File: config.mk
export PLATFORM = sky130hd
export DESIGN_NAME = redundant_state_sel
export DESIGN_NICKNAME = d
export VERILOG_FILES = /design/src/rtl/rss_pkg.sv /design/src/rtl/rss_ctrl.sv /design/src/rtl/rss_datapath.sv /design/src/rtl/redundant_state_sel.sv
export SDC_FILE = /design/constraint.sdc
export NUM_CORES = 1
export LEC_CHECK = 0
export BUFFER_PORTS_ARGS = -buffer_cell sky130_fd_sc_hd__buf_4
export CORE_AREA = 2 2 101 103
export CTS_CLUSTER_DIAMETER = 120
export DETAILED_ROUTE_END_ITERATION = 8
export DIE_AREA = 0 0 103 105
export PLACE_DENSITY = 0.77
export REMOVE_ABC_BUFFERS = 1
export SYNTH_ARGS = -nofsm -noshare
export SYNTH_HDL_FRONTEND = slang
export SYNTH_SLANG_ARGS = --single-unit
File: constraint.sdc
create_clock -name clk -period 6.3 [get_ports clk]
set_clock_uncertainty 0.15 [all_clocks]
set_input_delay 0 -clock clk [delete_from_list [all_inputs] [get_ports clk]]
set_output_delay 0 -clock clk [all_outputs]
set_load 0.02 [all_outputs]
File: src/rtl/rss_pkg.sv
`timescale 1ns/1ps
package rss_pkg;
  localparam int SLOT_FIELD_W = 4;

  typedef struct packed {
    logic                    load;
    logic [SLOT_FIELD_W-1:0] slot;
  } selStrobe_t;

  // Non-positive ideal capacitor current for a second-inverter pattern,
  // given the latched "current above zero" flags {A,B,C}.
  function automatic logic stateGood(input logic [2:0] low, input logic [2:0] pos);
    case ($countones(low))
      1:       return ~|(low & pos);
      2:       return |(~low & pos);
      default: return 1'b1;
    endcase
  endfunction
endpackage

File: src/rtl/rss_ctrl.sv
`timescale 1ns/1ps
module rss_ctrl
  import rss_pkg::*;
#(
  parameter int NUM_SLOTS = 3,
  parameter int DWELL_W   = 10
) (
  input  logic                         clk,
  input  logic                         rstN,
  input  logic                         periodStart,
  input  logic [NUM_SLOTS*DWELL_W-1:0] dwellIn,
  output selStrobe_t                   strobe
);
  localparam int DW_TOT = NUM_SLOTS * DWELL_W;
  localparam logic [SLOT_FIELD_W-1:0] IDLE_SLOT = SLOT_FIELD_W'(NUM_SLOTS);

  logic [DW_TOT-1:0]       dwellLat;
  logic [SLOT_FIELD_W-1:0] slot, startSlot, followSlot;
  logic [DWELL_W-1:0]      cnt, startCnt, followCnt;

  function automatic logic [SLOT_FIELD_W-1:0] firstLive(input logic [DW_TOT-1:0] dw, input int from);
    logic [SLOT_FIELD_W-1:0] r;
    r = IDLE_SLOT;
    for (int k = NUM_SLOTS - 1; k >= 0; k--)
      if (k >= from && dw[k*DWELL_W +: DWELL_W] != '0) r = SLOT_FIELD_W'(k);
    return r;
  endfunction

  function automatic logic [DWELL_W-1:0] dwellAt(input logic [DW_TOT-1:0] dw, input logic [SLOT_FIELD_W-1:0] s);
    logic [DWELL_W-1:0] r;
    r = '0;
    for (int k = 0; k < NUM_SLOTS; k++)
      if (s == SLOT_FIELD_W'(k)) r = dw[k*DWELL_W +: DWELL_W];
    return r;
  endfunction

  always_comb begin
    startSlot  = firstLive(dwellIn, 0);
    startCnt   = dwellAt(dwellIn, startSlot);
    followSlot = firstLive(dwellLat, int'(slot) + 1);
    followCnt  = dwellAt(dwellLat, followSlot);
  end

  always_ff @(posedge clk) begin
    if (!rstN) begin
      dwellLat <= '0;
      slot     <= IDLE_SLOT;
      cnt      <= '0;
    end else if (periodStart) begin
      dwellLat <= dwellIn;
      slot     <= startSlot;
      cnt      <= startCnt;
    end else if (slot != IDLE_SLOT) begin
      if (cnt == DWELL_W'(1)) begin
        slot <= followSlot;
        cnt  <= followCnt;
      end else begin
        cnt <= cnt - 1'b1;
      end
    end
  end

  assign strobe.load = periodStart;
  assign strobe.slot = slot;

  // An active slot always has dwell left to run
  assert_dwell_live_R9: assert property (@(posedge clk) disable iff (!rstN)
    (slot != IDLE_SLOT) |-> (cnt != '0));

  // Slots only move forward within a period
  assert_slot_order_R8: assert property (@(posedge clk) disable iff (!rstN)
    (!periodStart && slot != IDLE_SLOT) |=> (slot >= $past(slot)));

  // Slot index never leaves the legal range
  assert_slot_range_R1: assert property (@(posedge clk) disable iff (!rstN)
    slot <= IDLE_SLOT);
endmodule

File: src/rtl/rss_datapath.sv
`timescale 1ns/1ps
module rss_datapath
  import rss_pkg::*;
#(
  parameter int NUM_SLOTS = 3,
  parameter int CUR_W     = 12
) (
  input  logic                     clk,
  input  logic                     rstN,
  input  selStrobe_t               strobe,
  input  logic [NUM_SLOTS*3-1:0]   vecX,
  input  logic [NUM_SLOTS*3-1:0]   vecY,
  input  logic signed [CUR_W-1:0]  curA,
  input  logic signed [CUR_W-1:0]  curB,
  input  logic signed [CUR_W-1:0]  curC,
  output logic [5:0]               gateOut
);
  localparam int LEG_LEVELS = 4;            // leg values -1..2
  localparam int NUM_SHIFT  = LEG_LEVELS;   // common-mode shifts to try

  logic [2:0] xLat [NUM_SLOTS];
  logic [2:0] yLat [NUM_SLOTS];
  logic [2:0] posLat;                       // {A,B,C} sample above zero

  always_ff @(posedge clk) begin
    if (!rstN) begin
      posLat <= '0;
      for (int k = 0; k < NUM_SLOTS; k++) begin
        xLat[k] <= '0;
        yLat[k] <= '0;
      end
    end else if (strobe.load) begin
      posLat <= {curA > 0, curB > 0, curC > 0};
      for (int k = 0; k < NUM_SLOTS; k++) begin
        xLat[k] <= vecX[k*3 +: 3];
        yLat[k] <= vecY[k*3 +: 3];
      end
    end
  end

  logic              active;
  logic [2:0]        selX, selY;
  logic signed [4:0] xW, yW;

  always_comb begin
    active = 1'b0;
    selX   = '0;
    selY   = '0;
    for (int k = 0; k < NUM_SLOTS; k++)
      if (strobe.slot == SLOT_FIELD_W'(k)) begin
        active = 1'b1;
        selX   = xLat[k];
        selY   = yLat[k];
      end
    xW = {{2{selX[2]}}, selX};
    yW = {{2{selY[2]}}, selY};
  end

  logic [5:0] candSt    [NUM_SHIFT];
  logic       candValid [NUM_SHIFT];
  logic       candZero  [NUM_SHIFT];
  logic       candGood  [NUM_SHIFT];

  for (genvar k = 0; k < NUM_SHIFT; k++) begin : g_shift
    logic signed [4:0] lA, lB, lC;
    logic [2:0] hi, lo;
    assign lC = 5'(k - 1);
    assign lB = lC + yW;
    assign lA = lB + xW;
    assign hi = {lA > 5'sd0, lB > 5'sd0, lC > 5'sd0};
    assign lo = {lA == 5'sd1 || lA == -5'sd1,
                 lB == 5'sd1 || lB == -5'sd1,
                 lC == 5'sd1 || lC == -5'sd1};
    assign candSt[k]    = {hi, lo};
    assign candValid[k] = (lA > -5'sd2) && (lA < 5'sd3) && (lB > -5'sd2) && (lB < 5'sd3);
    assign candZero[k]  = (lo == 3'b000) || (lo == 3'b111);
    assign candGood[k]  = stateGood(lo, posLat);
  end

  logic [5:0] zeroSt, goodSt, anySt;
  logic       zeroHit, goodHit, anyHit;

  always_comb begin
    zeroHit = 1'b0; goodHit = 1'b0; anyHit = 1'b0;
    zeroSt  = '0;   goodSt  = '0;   anySt  = '0;
    for (int k = NUM_SHIFT - 1; k >= 0; k--) begin
      if (candValid[k]) begin
        anyHit = 1'b1;
        anySt  = candSt[k];
        if (candGood[k]) begin goodHit = 1'b1; goodSt = candSt[k]; end
        if (candZero[k]) begin zeroHit = 1'b1; zeroSt = candSt[k]; end
      end
    end
    if (!(active && anyHit)) gateOut = '0;
    else if (zeroHit)        gateOut = zeroSt;
    else if (goodHit)        gateOut = goodSt;
    else                     gateOut = anySt;
  end

  function automatic int legOf(input logic h, input logic l);
    return 2 * int'(h) - int'(l);
  endfunction

  // Applied pattern realises the requested vector
  assert_vector_match_R2: assert property (@(posedge clk) disable iff (!rstN)
    (active && anyHit) |->
      (legOf(gateOut[5], gateOut[2]) - legOf(gateOut[4], gateOut[1]) == int'(xW) &&
       legOf(gateOut[4], gateOut[1]) - legOf(gateOut[3], gateOut[0]) == int'(yW)));

  // If a non-charging pair exists, the applied pair is non-charging
  assert_no_charge_R3: assert property (@(posedge clk) disable iff (!rstN)
    (active && goodHit) |-> stateGood(gateOut[2:0], posLat));

  // Signs are only taken at the period strobe
  assert_signs_held_R7: assert property (@(posedge clk) disable iff (!rstN)
    !strobe.load |=> $stable(posLat));
endmodule

File: src/rtl/redundant_state_sel.sv
`timescale 1ns/1ps
module redundant_state_sel
  import rss_pkg::*;
#(
  parameter int NUM_SLOTS = 3,
  parameter int DWELL_W   = 10,
  parameter int CUR_W     = 12
) (
  input  logic                          clk,
  input  logic                          rstN,
  input  logic                          periodStart,
  input  logic [NUM_SLOTS*3-1:0]        vecX,
  input  logic [NUM_SLOTS*3-1:0]        vecY,
  input  logic [NUM_SLOTS*DWELL_W-1:0]  dwellIn,
  input  logic signed [CUR_W-1:0]       curA,
  input  logic signed [CUR_W-1:0]       curB,
  input  logic signed [CUR_W-1:0]       curC,
  output logic [5:0]                    gateOut,
  output logic [SLOT_FIELD_W-1:0]       slotOut
);
  selStrobe_t strobe;

  rss_ctrl #(.NUM_SLOTS(NUM_SLOTS), .DWELL_W(DWELL_W)) u_ctrl (
    .clk(clk), .rstN(rstN), .periodStart(periodStart),
    .dwellIn(dwellIn), .strobe(strobe)
  );

  rss_datapath #(.NUM_SLOTS(NUM_SLOTS), .CUR_W(CUR_W)) u_datapath (
    .clk(clk), .rstN(rstN), .strobe(strobe),
    .vecX(vecX), .vecY(vecY),
    .curA(curA), .curB(curB), .curC(curC),
    .gateOut(gateOut)
  );

  assign slotOut = strobe.slot;
endmodule

==> out/metrics.yaml <==
run_status:
  status: "finished, final reports clean"
clocking:
  cts_sinks: 53
  cts-htree-levels: 2
  cts_tree: "done"
  clockBufferDepth: 2
  postCtsSetupBuffers: 0
  cts_buffers: 5
  insertion_delay_ns: 0.32
  path_clk_slew_ns: 0.10
  cts-root-buf: "clkbuf_8"
timing:
  fin_worst_hold_slack_ns: 0.1221
  max_clock_freq_ghz: 0.1692
  period_minus_slack_ns: 5.909
  max_slew_margin_pct: 47.46
  finalCritPeriodShare_pct: 93.79
  worst_pin_slew_ns: 0.7814
  final_max_slew_viol_count: 0
  hold_violations: 0
  setup_viol: 0
global_routing:
  grt_pass1_wl_mm: 27.91
  antenna_found_initial: 0
  grt-ovfl-total: 0
  grtUsageTotal_pct: 32.18
  grt_pass1_vias: 5824
  grt_max_degree: 55
finish:
  final_cell_mix: "103 x buf_4, 65 x dlygate4sd3_1, 51 x nand2_1, 49 x nor2_1, 46 x a21oi_1"
  drive_above_1_share_pct: 18.73
  nets: 927
  antenna_cells: 0
  area_growth_pct: 29.22
  final_common_cell: "buf_4"
  instances_no_fill: 934
pwr:
  irDropWorstVdd_mv: 0.2250
  pwr-share-clk_pct: 17.9
  p_switching_mw: 0.6527
  comb_power_share_pct: 56.2
  power_mw: 1.558
  p_sw_share_pct: 41.89
  leakagePower_nw: 2.962
  powerDensity_nw_per_um2: 223.0
  power_frac_seq_pct: 25.9
  internal_power_mw: 0.9056
detailed_routing:
  drt_iter0_drc: 323
  dr.pass1.iters: 5
  wl_per_cell_um: 18.58
  num_vias: 5794
  viasPerCell: 6.203
  wirelength_mm: 17.36
  drc: 0
  antenna_left: 0
synthesis:
  synth_edf_count: 18
  netlist_instances: 658
  ys_ff_latch: 53
  syn_area_per_cell_um2: 8.220
  async_flop_share_pct: 0
  ys_seq_area_share_pct: 22.95
  ys.flop_type: "dfxtp_1"
  yosysTopAreaCell: "dfxtp_1"
  synth_area_um2: 5409
  synth_warnings: 0
  yosysUniqueCellTypes: 90
  synth_top_area_share_pct: 12.95
  synth_area_leaders: "dfxtp_1 13%, edfxtp_1 10%, ha_1 8.3%, mux2i_1 5.4%, a21oi_1 4.3%"
critical_path:
  path_max_fanout: 11
  crit_type: "register to primary output"
  end_kind: "primary output"
  arrival_ns: 5.76
  worstPathRequired_ns: 6.15
  startpoint_type: "register"
floorplanning:
  coreArea_um2: 9639
  die_y_um: 105
  start_util_pct: 56.11
  die_w_um: 103
  row_count: 36
  die_area_um2: 10820
  ioPinCount: 97
placement:
  dp_cells: 861
  portBuffers: 94
  place_hpwl_mm: 12.25
  gp_congestion: 0.9615
min_path:
  hp-class: "primary input to register"
run:
  maxCapViolCount: 0
-- final cells by class --
cell class	count	area [um2]
Clock buffer	5	68.82
Clock inverter	3	68.82
Fill cell	719	2650
Inverter	33	123.9
Multi-Input combinational cell	539	3895
Sequential cell	53	1242
Tap cell	133	166.4
Timing Repair Buffer	168	1424
-- path summary, 6_finish.rpt --
path / from / to / slack, ns / depth (start not counted)
max reg2reg: u_ctrl.cnt[2] / u_ctrl.cnt[4] / 2.86 / 9
min: periodStart / u_ctrl.dwellLat[18] / 0.12 / 3
max: u_ctrl.slot[1] / gateOut[1] / 0.39 / 20
min reg2reg: u_ctrl.dwellLat[21] / u_ctrl.dwellLat[21] / 0.40 / 2
-- critical path, stage by stage (launching register included) --
cell and delay (ns):
dfxtp_1 0.60, and2b_1 0.26, a21oi_1 0.09, buf_4 0.18, inv_1 0.25, ha_1 0.36
xor2_1 0.18, ha_1 0.29, a21oi_1 0.34, a21oi_1 0.14, o21ai_0 0.58, o32ai_4 0.24
ha_1 0.35, nand2_1 0.09, o221ai_2 0.12, o21ai_2 0.39, nand4_1 0.16, a221o_1 0.32
and4_1 0.20, nor3_2 0.14, buf_4 0.16
-- power by group through the flow --
stage / clock network (mW) / registers (mW) / logic, mW
2_1_floorplan: 0 / 0.405 / 0.579
3_3_place_gp: 0 / 0.408 / 0.799
3_5_place_dp: 0 / 0.409 / 0.812
4_1_cts: 0.280 / 0.402 / 0.850
5_1_grt: 0.294 / 0.405 / 0.959
6_report: 0.280 / 0.403 / 0.875
-- kinds of logic (layout without fill, tap and decap cells) --
group | Yosys count | after routing | synth area share, %
flip-flops | 53 | 53 | 22.95
XOR/XNOR | 12 | 12 | 2.221
adder cells (fa/ha/maj) | 40 | 40 | 9.808
AO/OA/AOI/OAI | 186 | 186 | 25.95
multiplexers | 33 | 33 | 6.731
other | 1 | 2 | 0.06933
AND/OR/NAND/NOR | 266 | 266 | 26.95
buffers and inverters | 67 | 209 | 5.320
-- layer usage --
layer  global-route usage (%)  up-vias  wire, um
met5                        0        -         0
met3                    4.615       59       995
met1                    38.91     2717      6983
met4                    13.25        0       597
met2                    56.03      251      8781
li1                         -     2767         -
-- registers in the layout, indices dropped and copies added (netlist names) --
| name | count |
|---|---|
| u_ctrl.cnt | 10 |
| u_ctrl.dwellLat | 20 |
| u_ctrl.slot | 2 |
| u_datapath.posLat | 3 |
| u_datapath.xLat | 9 |
| u_datapath.yLat | 9 |
-- stage by stage --
| stage | instance area, um2 | setup TNS (ns) | worst slack, ns | util [%] |
|---|---|---|---|---|
| final | 6989 | 0 | 0.3911 | 72.51 |
| after floorplan | 5249 | 0 | 0.4086 | - |
| after global placement | 6188 | 0 | 0.7805 | 64.20 |
| after global routing | 6989 | -0.001625 | -0.001625 | 72.51 |
| after detailed placement | 6188 | 0 | 0.5088 | 64.20 |
| after CTS | 6977 | 0 | 0.1522 | 72.38 |
-- synth_stat cells, types with 5 or more instances --
| cell type | count |
|---|---|
| a211oi_1 | 9 |
| a21oi_1 | 46 |
| a311oi_1 | 8 |
| a31oi_1 | 10 |
| and2_1 | 7 |
| and3_1 | 21 |
| buf_2 | 5 |
| clkbuf_1 | 21 |
| dfxtp_1 | 35 |
| edfxtp_1 | 18 |
| ha_1 | 36 |
| inv_1 | 32 |
| mux2i_1 | 29 |
| nand2_1 | 51 |
| nand2b_1 | 12 |
| nand3_1 | 15 |
| nand4_1 | 7 |
| nor2_1 | 49 |
| nor2b_1 | 28 |
| nor3_1 | 15 |
| nor3b_1 | 8 |
| nor4_1 | 20 |
| o21ai_0 | 28 |
| o311a_1 | 8 |
| o31ai_1 | 9 |
| xor2_1 | 6 |
-- repair_timing --
| item | CTS | global route |
|---|---|---|
| hold endpoints to repair | 52 | 0 |
| setup endpoints to repair | 0 | 5 |
| hold buffers | 65 | 0 |
| gates resized for setup | 0 | 3 |
No activity file was read; power rests on OpenSTA's default activity.
